===== config.mk =====
export PLATFORM = sky130hd
export DESIGN_NAME = irq_ack_ctrl
export DESIGN_NICKNAME = d
export VERILOG_FILES = /design/src/rtl/irq_pkg.sv /design/src/rtl/irq_src_regs.sv /design/src/rtl/irq_prio_arb.sv /design/src/rtl/irq_detect_win.sv /design/src/rtl/irq_svc_state.sv /design/src/rtl/irq_ack_ctrl.sv
export SDC_FILE = /design/constraint.sdc
export NUM_CORES = 1
export LEC_CHECK = 0
export ABC_AREA = 0
export BUFFER_PORTS_ARGS = -buffer_cell sky130_fd_sc_hd__buf_4
export CAP_MARGIN = 10
export CORE_ASPECT_RATIO = 1.1
export CORE_UTILIZATION = 50
export DETAILED_ROUTE_END_ITERATION = 7
export PLACE_DENSITY = 0.72
export SLEW_MARGIN = 30
export SYNTH_ARGS = -nofsm -noshare
export SYNTH_HDL_FRONTEND = slang
export SYNTH_SLANG_ARGS = --single-unit

===== constraint.sdc =====
create_clock -name clk -period 17.9 [get_ports clk]
set_clock_uncertainty 0.15 [all_clocks]
set_input_delay 2.685 -clock clk [delete_from_list [all_inputs] [get_ports clk]]
set_output_delay 2.685 -clock clk [all_outputs]
set_load 0.05 [all_outputs]

===== src/rtl/irq_pkg.sv =====
package irq_pkg;
  localparam int unsigned PRIO_W   = 3;
  localparam int unsigned LEVELS   = 1 << PRIO_W;
  localparam int unsigned CTRL_W   = 8;
  localparam int unsigned REQ_BIT  = 7;
  localparam int unsigned MASK_BIT = 6;

  localparam logic [15:0] NMI_VEC       = 16'h0010;
  localparam logic [15:0] MASK_VEC_BASE = 16'h0080;
  localparam logic [15:0] MASK_VEC_STEP = 16'h0010;

  typedef logic [PRIO_W-1:0] prio_t;

  typedef struct packed {
    logic  req;
    logic  mask;
    prio_t prio;
  } src_ctrl_t;
endpackage


===== src/rtl/irq_src_regs.sv =====
module irq_src_regs
  import irq_pkg::*;
#(
  parameter int unsigned NSRC  = 4,
  parameter int unsigned SEL_W = 2
) (
  input  logic                    clk,
  input  logic                    rst_n,
  input  logic [NSRC-1:0]         evt,
  input  logic                    wr_en,
  input  logic [SEL_W-1:0]        wr_sel,
  input  logic [CTRL_W-1:0]       wr_data,
  input  logic                    clr_en,
  input  logic [SEL_W-1:0]        clr_sel,
  output src_ctrl_t [NSRC-1:0]    ctrl
);
  for (genvar i = 0; i < NSRC; i++) begin : g_src
    logic wr_hit;
    logic clr_hit;
    assign wr_hit  = wr_en  && (wr_sel  == SEL_W'(i));
    assign clr_hit = clr_en && (clr_sel == SEL_W'(i));

    always_ff @(posedge clk) begin
      if (!rst_n) begin
        ctrl[i].req  <= 1'b0;
        ctrl[i].mask <= 1'b1;
        ctrl[i].prio <= '1;
      end else begin
        if (wr_hit) begin
          ctrl[i].mask <= wr_data[MASK_BIT];
          ctrl[i].prio <= wr_data[PRIO_W-1:0];
        end
        // a new event wins; the hardware clear beats a software rewrite
        if (evt[i])       ctrl[i].req <= 1'b1;
        else if (clr_hit) ctrl[i].req <= 1'b0;
        else if (wr_hit)  ctrl[i].req <= wr_data[REQ_BIT];
      end
    end
  end
endmodule


===== src/rtl/irq_prio_arb.sv =====
module irq_prio_arb
  import irq_pkg::*;
#(
  parameter int unsigned NSRC  = 4,
  parameter int unsigned SEL_W = 2
) (
  input  logic [NSRC-1:0]      cand,
  input  src_ctrl_t [NSRC-1:0] ctrl,
  output logic                 any,
  output logic [SEL_W-1:0]     win_idx,
  output prio_t                win_prio
);
  always_comb begin
    any      = 1'b0;
    win_idx  = '0;
    win_prio = '1;
    for (int i = 0; i < NSRC; i++) begin
      if (cand[i] && (!any || ctrl[i].prio < win_prio)) begin
        any      = 1'b1;
        win_idx  = SEL_W'(i);
        win_prio = ctrl[i].prio;
      end
    end
  end
endmodule


===== src/rtl/irq_detect_win.sv =====
module irq_detect_win #(
  parameter int unsigned DETECT_CYC = 7
) (
  input  logic clk,
  input  logic rst_n,
  input  logic restart,
  input  logic active,
  output logic fire
);
  localparam int unsigned CNT_W = $clog2(DETECT_CYC + 1);
  localparam logic [CNT_W-1:0] LAST = CNT_W'(DETECT_CYC - 1);

  logic [CNT_W-1:0] cnt_q;

  assign fire = active && !restart && (cnt_q == LAST);

  always_ff @(posedge clk) begin
    if (!rst_n || !active || restart) cnt_q <= '0;
    else if (cnt_q != LAST)           cnt_q <= cnt_q + 1'b1;
  end
endmodule


===== src/rtl/irq_svc_state.sv =====
module irq_svc_state
  import irq_pkg::*;
(
  input  logic              clk,
  input  logic              rst_n,
  input  logic              ei,
  input  logic              di,
  input  logic              reti,
  input  logic              acc_mask,
  input  logic              acc_nmi,
  input  prio_t             acc_prio,
  output logic              id,
  output logic              np,
  output logic [LEVELS-1:0] isr,
  output logic [PRIO_W:0]   top_level
);
  logic [LEVELS-1:0] saved_id;
  logic              nmi_saved_id;
  logic              busy;

  always_comb begin
    top_level = (PRIO_W+1)'(LEVELS);
    for (int l = LEVELS - 1; l >= 0; l--) begin
      if (isr[l]) top_level = (PRIO_W+1)'(l);
    end
  end

  assign busy = (isr != '0);

  always_ff @(posedge clk) begin
    if (!rst_n) begin
      id           <= 1'b1;
      np           <= 1'b0;
      isr          <= '0;
      saved_id     <= '0;
      nmi_saved_id <= 1'b0;
    end else if (acc_nmi) begin
      np           <= 1'b1;
      id           <= 1'b1;
      nmi_saved_id <= id;
    end else if (acc_mask) begin
      id                 <= 1'b1;
      isr[acc_prio]      <= 1'b1;
      saved_id[acc_prio] <= id;
    end else if (reti) begin
      if (np) begin
        np <= 1'b0;
        id <= nmi_saved_id;
      end else if (busy) begin
        isr[top_level[PRIO_W-1:0]] <= 1'b0;
        id <= saved_id[top_level[PRIO_W-1:0]];
      end
    end else if (di) begin
      id <= 1'b1;
    end else if (ei) begin
      id <= 1'b0;
    end
  end
endmodule


===== src/rtl/irq_ack_ctrl.sv =====
module irq_ack_ctrl
  import irq_pkg::*;
#(
  parameter int unsigned NSRC       = 4,
  parameter int unsigned DETECT_CYC = 7,
  parameter int unsigned VEC_W      = 16,
  localparam int unsigned SEL_W     = (NSRC > 1) ? $clog2(NSRC) : 1
) (
  input  logic               clk,
  input  logic               rst_n,
  input  logic [NSRC-1:0]    src_evt,
  input  logic               nmi_evt,
  input  logic               sw_wr,
  input  logic [SEL_W-1:0]   sw_sel,
  input  logic [7:0]         sw_wdata,
  output logic [7:0]         sw_rdata,
  input  logic               ei_strobe,
  input  logic               di_strobe,
  input  logic               reti_strobe,
  output logic               ack_valid,
  input  logic               ack_ready,
  output logic [VEC_W-1:0]   ack_vector,
  output logic               int_disabled,
  output logic               nmi_active,
  output logic [7:0]         in_service
);
  src_ctrl_t [NSRC-1:0] ctrl;
  logic [NSRC-1:0]      cand;
  logic                 arb_any;
  logic [SEL_W-1:0]     win_idx;
  prio_t                win_prio;
  logic                 id, np;
  logic [LEVELS-1:0]    isr;
  logic [PRIO_W:0]      top_level;
  logic                 nmi_pend_q;
  logic                 nmi_cand;
  logic                 active, fire;
  logic                 offer_q, sel_nmi_q;
  logic [SEL_W-1:0]     sel_idx_q;
  prio_t                sel_prio_q;
  logic [VEC_W-1:0]     vec_q;
  logic                 accept, acc_nmi, acc_mask;

  assign accept   = offer_q && ack_ready;
  assign acc_nmi  = accept && sel_nmi_q;
  assign acc_mask = accept && !sel_nmi_q;

  irq_src_regs #(.NSRC(NSRC), .SEL_W(SEL_W)) u_regs (
    .clk(clk), .rst_n(rst_n), .evt(src_evt),
    .wr_en(sw_wr), .wr_sel(sw_sel), .wr_data(sw_wdata),
    .clr_en(acc_mask), .clr_sel(sel_idx_q), .ctrl(ctrl)
  );

  for (genvar i = 0; i < NSRC; i++) begin : g_cand
    assign cand[i] = ctrl[i].req && !ctrl[i].mask &&
                     ({1'b0, ctrl[i].prio} < top_level) &&
                     !id && !np && !offer_q;
  end

  assign nmi_cand = nmi_pend_q && !np && !offer_q;
  assign active   = arb_any || nmi_cand;

  irq_prio_arb #(.NSRC(NSRC), .SEL_W(SEL_W)) u_arb (
    .cand(cand), .ctrl(ctrl), .any(arb_any),
    .win_idx(win_idx), .win_prio(win_prio)
  );

  irq_detect_win #(.DETECT_CYC(DETECT_CYC)) u_win (
    .clk(clk), .rst_n(rst_n), .restart(ei_strobe),
    .active(active), .fire(fire)
  );

  irq_svc_state u_svc (
    .clk(clk), .rst_n(rst_n), .ei(ei_strobe), .di(di_strobe),
    .reti(reti_strobe), .acc_mask(acc_mask), .acc_nmi(acc_nmi),
    .acc_prio(sel_prio_q), .id(id), .np(np), .isr(isr),
    .top_level(top_level)
  );

  always_ff @(posedge clk) begin
    if (!rst_n) begin
      nmi_pend_q <= 1'b0;
    end else if (nmi_evt) begin
      nmi_pend_q <= 1'b1;
    end else if (acc_nmi) begin
      nmi_pend_q <= 1'b0;
    end
  end

  always_ff @(posedge clk) begin
    if (!rst_n) begin
      offer_q    <= 1'b0;
      sel_nmi_q  <= 1'b0;
      sel_idx_q  <= '0;
      sel_prio_q <= '0;
      vec_q      <= '0;
    end else if (fire) begin
      offer_q    <= 1'b1;
      sel_nmi_q  <= nmi_cand;
      sel_idx_q  <= win_idx;
      sel_prio_q <= win_prio;
      vec_q      <= nmi_cand ? VEC_W'(NMI_VEC)
                             : VEC_W'(MASK_VEC_BASE + MASK_VEC_STEP * 16'(win_idx));
    end else if (accept) begin
      offer_q <= 1'b0;
    end
  end

  always_comb begin
    sw_rdata = '0;
    for (int i = 0; i < NSRC; i++) begin
      if (sw_sel == SEL_W'(i)) begin
        sw_rdata[REQ_BIT]      = ctrl[i].req;
        sw_rdata[MASK_BIT]     = ctrl[i].mask;
        sw_rdata[PRIO_W-1:0]   = ctrl[i].prio;
      end
    end
  end

  assign ack_valid    = offer_q;
  assign ack_vector   = vec_q;
  assign int_disabled = id;
  assign nmi_active   = np;
  assign in_service   = 8'(isr);
endmodule


# After elaboration in Yosys (flattened, before gate mapping)
# Index checks and enable logic that the tools add are counted.
# Widths: inputs -> output; s select.
# op_classes
n_mux	63
addsub	2
n_eq_ne	11
n_mul	0
order_cmp	11
reduce_logical	78
bitwise_logic	5
shifts	0
div	0
# op_table
op	count
$logic_and 1x1->1	40
$mux 1	32
$mux 4	8
$mux 8	4
$mux 3	8
$lt 3x4->1	4
$reduce_bool 3->1	5
$logic_not 1->1	14
$mux 2	6
$reduce_bool 2->1	5
$add 8x6->9 const A	1
$lt 3x3->1	3
$mux 9	1
$and 8x8->8	1
$bwmux 8	1
$eq 2x2->1 const B	4
$lt 3x4->1 const B	2
$not 8->8	1
$or 8x8->8	1
$reduce_bool 8->1	1
$demux 1 s3	2
$ge 3x1->1 const B	2
$logic_or 1x1->1	6
$reduce_and 2->1	3
other kinds (11)	15
# word_totals
ff_bits	66
latch_bits	0
in_bits	22
mem_bits_rw	0
mem_bits_ro	0
n_memories	0

# Longest topological paths before layout
# Gate-level depths: netlist of the first run.
# logic_depth
depth_word	30
ltp_mapped	27
ltp_nobuf	27

# By module
# A second synthesis of the first run with hierarchy kept.
# hier_totals
cells_unflattened	373
hier_area_um2	3357.0
# modules_own_cells
module	cells_each	n_inst	area_each_um2
irq_svc_state	125	1	1042.2
irq_ack_ctrl	97	1	940.9
irq_src_regs	83	1	789.5
irq_prio_arb	51	1	417.9
irq_detect_win	17	1	166.4

# Worst setup path before layout of the first run
# Ideal clock, no wire load.
# synth_timing
kind	input to output
start	input port sw_sel[0]
end	output port sw_rdata[0]
arrival_ns	3.750
n_path_buf	1
slack_ns	11.315
cell_stages	2
cell_sequence	clkbuf_1 > mux4_2
# synth_via
elab_chain_cells	5
elab_cells_between_ends	8
cone_classes	eq/ne (3); mux (4); reduce/logical (1)
# synth_rtl
element	line	rtl
from (decl)	irq_ack_ctrl.sv:14	input logic [SEL_W-1:0] sw_sel,
$logic_not 2->1	irq_ack_ctrl.sv:112	if (sw_sel == SEL_W'(i)) begin
$mux 3 (3 in a row)	irq_ack_ctrl.sv:112	
$mux 3 (*)	irq_ack_ctrl.sv:112	
to (decl)	irq_ack_ctrl.sv:16	output logic [7:0] sw_rdata,
# Mark *: on every way between the ends. The rest lies on a longest branch, timed or not.

# Final worst setup path of the first run
# layout_timing
start	register u_svc.isr[6]
end	register vec_q[4] (netlist: ack_vector[4])
# layout_via
elab_chain_cells	28
elab_cells_between_ends	54
cone_classes	add/sub (1); order compare (7); mux (18); reduce/logical (28)
# layout_rtl
element	line	rtl
from (decl)	irq_svc_state.sv:14	output logic [LEVELS-1:0] isr,
from (signal assigned)	irq_svc_state.sv:34	isr <= '0;
from (signal, indexed assignment)	irq_svc_state.sv:43	isr[acc_prio] <= 1'b1;
from (signal, indexed assignment)	irq_svc_state.sv:50	isr[top_level[PRIO_W-1:0]] <= 1'b0;
$mux 4 (*) (7 in a row)	irq_svc_state.sv:24	if (isr[l]) top_level = (PRIO_W+1)'(l);
branches (longest 21 deep; another with $lt 3x4->1)	n/a	
to (signal assigned)	irq_ack_ctrl.sv:102	vec_q <= nmi_cand ? VEC_W'(NMI_VEC)
to (decl)	irq_ack_ctrl.sv:41	logic [VEC_W-1:0] vec_q;
# Every way passes the cells marked *.
# A chain may end at the register's enable or synchronous reset.

==> results.json, run 1 <==
{
  "min_period_over_period": 0.365,
  "core_area_um2": 6270,
  "clock_latency_ns": 0.31,
  "synth-edff-count": 0,
  "yosysUniqueCellTypes": 63,
  "peakVddDrop_mv": 0.0472,
  "antenna_found_initial": 0,
  "dp_hpwl_mm": 5.64,
  "grt_pass1_vias": 2722,
  "finalHoldViolations": 0,
  "area_growth_pct": 12.2,
  "ys_seq_area_frac": 0.323,
  "cts_tree": "yes",
  "die_x_um": 79.2,
  "die-area_um2": 6890,
  "htreeDepth": 2,
  "worstSetupStartpointType": "register",
  "clk_pin_slew_ns": 0.09,
  "place_area_um2": 3550,
  "async_flop_share": 0,
  "rsz0062_at_grt": "false",
  "use_met3": 0.0346,
  "drv_cap": 0,
  "worst_pin_slew_ns": 0.921,
  "diodes": 0,
  "path_max_fanout": 6,
  "ant_nets": 0,
  "port_buffers": 37,
  "avgSynthCellArea_um2": 8.78,
  "cts_setup_buffers": 0,
  "critPathKind": "reg -> reg",
  "vias": 2803,
  "mostFrequentLayoutCells": "dfxtp_1, nand2_1, buf_4",
  "cts.repair.resized": 0,
  "max_freq_ghz": 0.153,
  "drive_above_1_share": 0.190,
  "use_met2": 0.383,
  "cp_data_arrival_time_ns": 6.62,
  "drcViolationCount": 0,
  "dr.first_iter.drc_count": 134,
  "drv_slew": 0,
  "grt-busiest-layer": "met2",
  "layout_commonest_cell": "dfxtp_1",
  "period_minus_slack_ns": 6.54,
  "cts_made_buffers": 5,
  "endpoint_kind": "register",
  "synthesis.area_um2": 3280,
  "wl_mm": 7.44,
  "first_pass_iters": 4,
  "num_rows": 30,
  "cts.sinks": 53,
  "ys_seq_elements": 53,
  "cts-hold-fix-buffers": 0,
  "clock_path_buffers": 2,
  "hold_path.class": "reg -> reg",
  "viasPerCell": 5.78,
  "ys_warn_count": 0,
  "fill_cells": 562,
  "tns_ns": 0,
  "p_leak_nw": 1.54,
  "status": "finished clean",
  "setup_viol": 0,
  "start_util": 0.524,
  "final_area_um2": 3680,
  "gr-usage-met1": 0.313,
  "critical_path_required_ns": 17.99,
  "slew_headroom": 0.383,
  "grt_pass1_wl_mm": 12.8,
  "die_h_um": 87.0,
  "grt_usage": 0.236,
  "overflow": 0,
  "detail_route.wl_per_cell_um": 15.3,
  "synthCells": 374,
  "grt_max_degree": 57,
  "power.density_nw_per_um2": 67.6,
  "ios": 57,
  "clockRootBuffer": "clkbuf_8",
  "place.gp.congestion": 0.902,
  "finalNetCount": 442,
  "synth_ff_type": "dfxtp_1"
}
-- per-layer routing --
layer  vias up  wire length (um)  part of all wire
li1       1391                 -                 -
met1      1333              3500              0.47
met2        67              3550              0.48
met3        12               260             0.035
met4         0               131             0.018
met5         -                 0                 0
-- worst max-delay path, stage by stage, from the launching register on --
cell       delay (ns)
dfxtp_1          0.34
nor2_1           0.26
nor2_1           0.17
o31ai_1          0.54
ha_1             0.30
nor3_1           0.06
o2111ai_1        0.11
a31oi_1          0.16
o21ai_1          0.33
nor2_1           0.11
ha_1             0.31
o21ai_0          0.08
nand2b_1         0.08
a21oi_1          0.07
o21bai_1         0.27
mux2_2           0.39
ha_1             0.30
a21o_1           0.22
a21oi_1          0.12
a21oi_1          0.08
o22ai_2          0.25
mux2_2           0.39
ha_1             0.22
or4_4            0.53
o32ai_4          0.33
nor2_2           0.10
a31oi_1          0.19
-- logic make-up (layout without fill, tap and decap cells) --
| family | Yosys count | count (layout) | share of synthesized area |
|---|---|---|---|
| AND/OR/NAND/NOR | 134 | 134 | 0.205 |
| AO/OA/AOI/OAI | 100 | 100 | 0.231 |
| flip-flops | 53 | 53 | 0.323 |
| buffers and inverters | 39 | 55 | 0.0641 |
| multiplexers | 30 | 30 | 0.112 |
| adder cells (fa/ha/maj) | 16 | 16 | 0.0610 |
| other | 1 | 16 | 0.00114 |
| XOR/XNOR | 1 | 1 | 0.00267 |
-- state kept, by name, summed over array words and instances (netlist names), 2 cells and up --
name and count:
u_regs.ctrl 20, sel_idx_q 2, u_svc.isr 8, ack_vector 3
u_svc.saved_id 8, sel_prio_q 3, u_win.cnt_q 3
-- synth_stat cells (5+ instances only) --
| library cell | n | area, um^2 |
|---|---|---|
| o21a_1 | 7 | 52.6 |
| o21ai_0 | 21 | 105 |
| o221a_2 | 6 | 67.6 |
| nand2b_1 | 6 | 37.5 |
| nor2_1 | 35 | 131 |
| inv_1 | 10 | 37.5 |
| dfxtp_1 | 53 | 1060 |
| buf_4 | 16 | 120 |
| nand3b_1 | 7 | 52.6 |
| ha_1 | 16 | 200 |
| mux4_2 | 5 | 113 |
| nor2b_1 | 6 | 37.5 |
| mux2i_1 | 21 | 210 |
| a21boi_0 | 9 | 67.6 |
| a21oi_1 | 16 | 80.1 |
| nor3_1 | 8 | 40.0 |
| nand2_1 | 46 | 173 |
| clkbuf_1 | 10 | 37.5 |
-- layout make-up --
class / instances / area, um^2 / share of cell area
tap: 80 / 100 / 0.0272
clock buffer: 5 / 68.8 / 0.0187
sequential: 53 / 1060 / 0.288
clock inverter: 3 / 65.1 / 0.0177
inverter: 10 / 37.5 / 0.0102
timing repair buffer: 37 / 278 / 0.0754
multi-input combinational: 297 / 2070 / 0.563
-- report_power, final --
part	switching (W)	internal, W
logic	0.0000203	0.0000105
registers	0.00000298	0.000120
clock network	0.0000394	0.0000555
-- through the flow --
step / util / setup WS (ns) / total power [W] / instances / hold WS, ns
CTS: 0.587 / 11.39 / 0.000250 / 485 / 0.337
global route: 0.587 / 10.91 / 0.000259 / 485 / 0.362
finish: 0.587 / 11.36 / 0.000249 / 485 / 0.335
floorplan: - / 11.31 / 0.000151 / 389 / 0.302
global placement: 0.565 / 11.49 / 0.000156 / 477 / 0.312
detailed placement: 0.566 / 11.47 / 0.000157 / 477 / 0.319
-- final timing paths --
| path | start | slack [ns] | endpoint | cells past startpoint |
|---|---|---|---|---|
| setup / recovery | u_svc.isr[6] | 11.36 | ack_vector[4] | 26 |
| hold / removal | u_svc.saved_id[3] | 0.33 | u_svc.saved_id[3] | 2 |
| setup reg to reg | u_svc.isr[6] | 11.36 | ack_vector[4] | 26 |
| hold reg to reg | u_svc.saved_id[3] | 0.33 | u_svc.saved_id[3] | 2 |
Note: power is estimated with default switching activity, not from simulation.
==> run 2: changes to the inputs <==
--- a/config.mk
+++ b/config.mk
@@ -11,7 +11,7 @@
 export CORE_ASPECT_RATIO = 1.1
 export CORE_UTILIZATION = 50
 export DETAILED_ROUTE_END_ITERATION = 7
-export PLACE_DENSITY = 0.72
+export PLACE_DENSITY = 0.75
 export SLEW_MARGIN = 30
 export SYNTH_ARGS = -nofsm -noshare
 export SYNTH_HDL_FRONTEND = slang
==> constraint.sdc (replaced) <==
create_clock -name clk -period 5.7 [get_ports clk]
set_clock_uncertainty 0.15 [all_clocks]
set_input_delay 0.855 -clock clk [delete_from_list [all_inputs] [get_ports clk]]
set_output_delay 0.855 -clock clk [all_outputs]
set_load 0.05 [all_outputs]
==> run 2 against run 1 <==
Effect of this change: non-clock buffer count up 24; clock-buffer cell count up 1; highest routed layer unchanged; critical path depth up 1; design area rose by 7.1%; maximum frequency up 17%; critical path type unchanged; combinational power increased to 3.3 times the previous value; power grew to 2.8 times the previous value; sequential power rose to 3.1 times the previous value; via count increased by 3.5%; core utilization is 4.2 points higher; die area stayed put.
==> results.json, run 2 (synthesis results as in run 1) <==
{
  "min_period_over_period": 0.979,
  "diodes": 0,
  "clock_path_buffers": 2,
  "num_rows": 30,
  "cts-hold-fix-buffers": 0,
  "die_h_um": 87.0,
  "worst_pin_slew_ns": 0.913,
  "die_x_um": 79.2,
  "place.gp.congestion": 0.855,
  "vias": 2901,
  "status": "finished clean",
  "start_util": 0.524,
  "viasPerCell": 5.70,
  "grt_usage": 0.235,
  "clockRootBuffer": "clkbuf_8",
  "endpoint_kind": "register",
  "first_pass_iters": 5,
  "tns_ns": 0,
  "peakVddDrop_mv": 0.165,
  "top_layer": "met4",
  "overflow": 0,
  "largest_reg_flops": 20,
  "htreeDepth": 2,
  "slew_headroom": 0.388,
  "cts_tree": "yes",
  "area_growth_pct": 20.1,
  "drv_cap": 0,
  "worstSetupStartpointType": "register",
  "fin_hold_ws_ns": 0.331,
  "seq_area_um2": 1070,
  "dr.first_iter.drc_count": 142,
  "power.density_nw_per_um2": 176,
  "drv_slew": 0,
  "cts_made_buffers": 5,
  "clock_latency_ns": 0.31,
  "p_leak_nw": 1.66,
  "drcViolationCount": 0,
  "detail_route.wl_per_cell_um": 15.3,
  "wl_met1_mm": 3.64,
  "clk_pin_slew_ns": 0.09,
  "layout_commonest_cell": "buf_4",
  "grt_max_degree": 57,
  "critical_path_required_ns": 5.78,
  "die-area_um2": 6890,
  "setup_viol": 0,
  "dr_wl_met2_mm": 3.81,
  "critPathKind": "reg -> reg",
  "mostFrequentLayoutCells": "buf_4, dfxtp_1, nand2_1",
  "cts.sinks": 53,
  "dp_hpwl_mm": 5.72,
  "fill_cells": 526,
  "grt_pass1_vias": 2669,
  "ios": 57,
  "finalHoldViolations": 0,
  "drive_above_1_share": 0.289,
  "cp_data_arrival_time_ns": 5.66,
  "core_area_um2": 6270,
  "grt_pass1_wl_mm": 12.6,
  "multi_input_area_um2": 2200,
  "wl_mm": 7.81,
  "port_buffers": 37,
  "finalNetCount": 466,
  "ant_nets": 0,
  "hold_path.class": "reg -> reg",
  "antenna_found_initial": 0,
  "top_register": "u_regs.ctrl",
  "worst_slack_ns": 0.118,
  "period_minus_slack_ns": 5.58,
  "reg_top3": "u_regs.ctrl x20, u_svc.isr x8, u_svc.saved_id x8",
  "max_freq_ghz": 0.179,
  "wl_met3_um": 266,
  "post-place-ws_ns": -0.0232,
  "path_max_fanout": 6
}
[run 2: cell type report]
| type | count | area share |
|---|---|---|
| multi-input cells | 297 | 0.558 |
| flip-flops and latches | 53 | 0.270 |
| repair buffers | 61 | 0.116 |
| well taps | 80 | 0.0254 |
| clock buffers | 6 | 0.0184 |
| inverters | 10 | 0.00952 |
| clock inverters | 2 | 0.00254 |
[run 2: critical path: stages, from the launching register on]
cell	delay (ns)
dfxtp_2	0.33
or2_4	0.27
nor2_4	0.15
o31ai_4	0.07
ha_2	0.32
nor2_1	0.04
a21oi_2	0.11
a31oi_2	0.12
o21ai_2	0.24
nor2_2	0.06
ha_1	0.30
o21ai_1	0.09
nand2b_1	0.09
a21oi_2	0.16
o21bai_2	0.11
buf_4	0.15
mux2_4	0.30
ha_2	0.17
a21o_1	0.20
a21oi_2	0.12
a21oi_2	0.06
o22ai_2	0.27
mux2_4	0.36
ha_4	0.16
or4_4	0.52
o32ai_4	0.34
nand4_1	0.14
o221ai_1	0.11
[run 2: path summary, 6_finish.rpt]
path,start,end,slack (ns),cells after the start
worst max register to register,u_svc.isr[4],sel_prio_q[1],0.12,27
worst max-delay path,u_svc.isr[4],sel_prio_q[1],0.12,27
worst min register to register,ack_vector[5],ack_vector[5],0.33,2
worst min-delay path,ack_vector[5],ack_vector[5],0.33,2
[run 2: per-stage QoR]
step | std cells | cell area [um^2] | utilization | total power, W
after floorplan | 389 | 3350 | - | 0.000474
final | 509 | 3940 | 0.629 | 0.000695
after global placement | 493 | 3680 | 0.586 | 0.000491
after CTS | 503 | 3800 | 0.607 | 0.000697
after global routing | 509 | 3940 | 0.629 | 0.000721
after detailed placement | 493 | 3680 | 0.587 | 0.000493
[run 2: repair_timing]
action / CTS / global route
gates resized for setup: 7 / 21
pin swaps: 4 / 17
setup buffers: 2 / 6
setup endpoints to repair: 6 / 7
[run 2: report_power, final]
group          internal [W]  switching [W]  total, W
clock             0.0000855       0.000121  0.000207
sequential         0.000378     0.00000851  0.000386
combinational     0.0000355      0.0000666  0.000102
total              0.000499       0.000196  0.000695
[run 2: per-layer routing]
layer  vias up  GRT usage
met5         -          0
met4         0     0.0777
met3         8     0.0356
met2        60      0.397
met1      1390      0.306
li1       1443          -
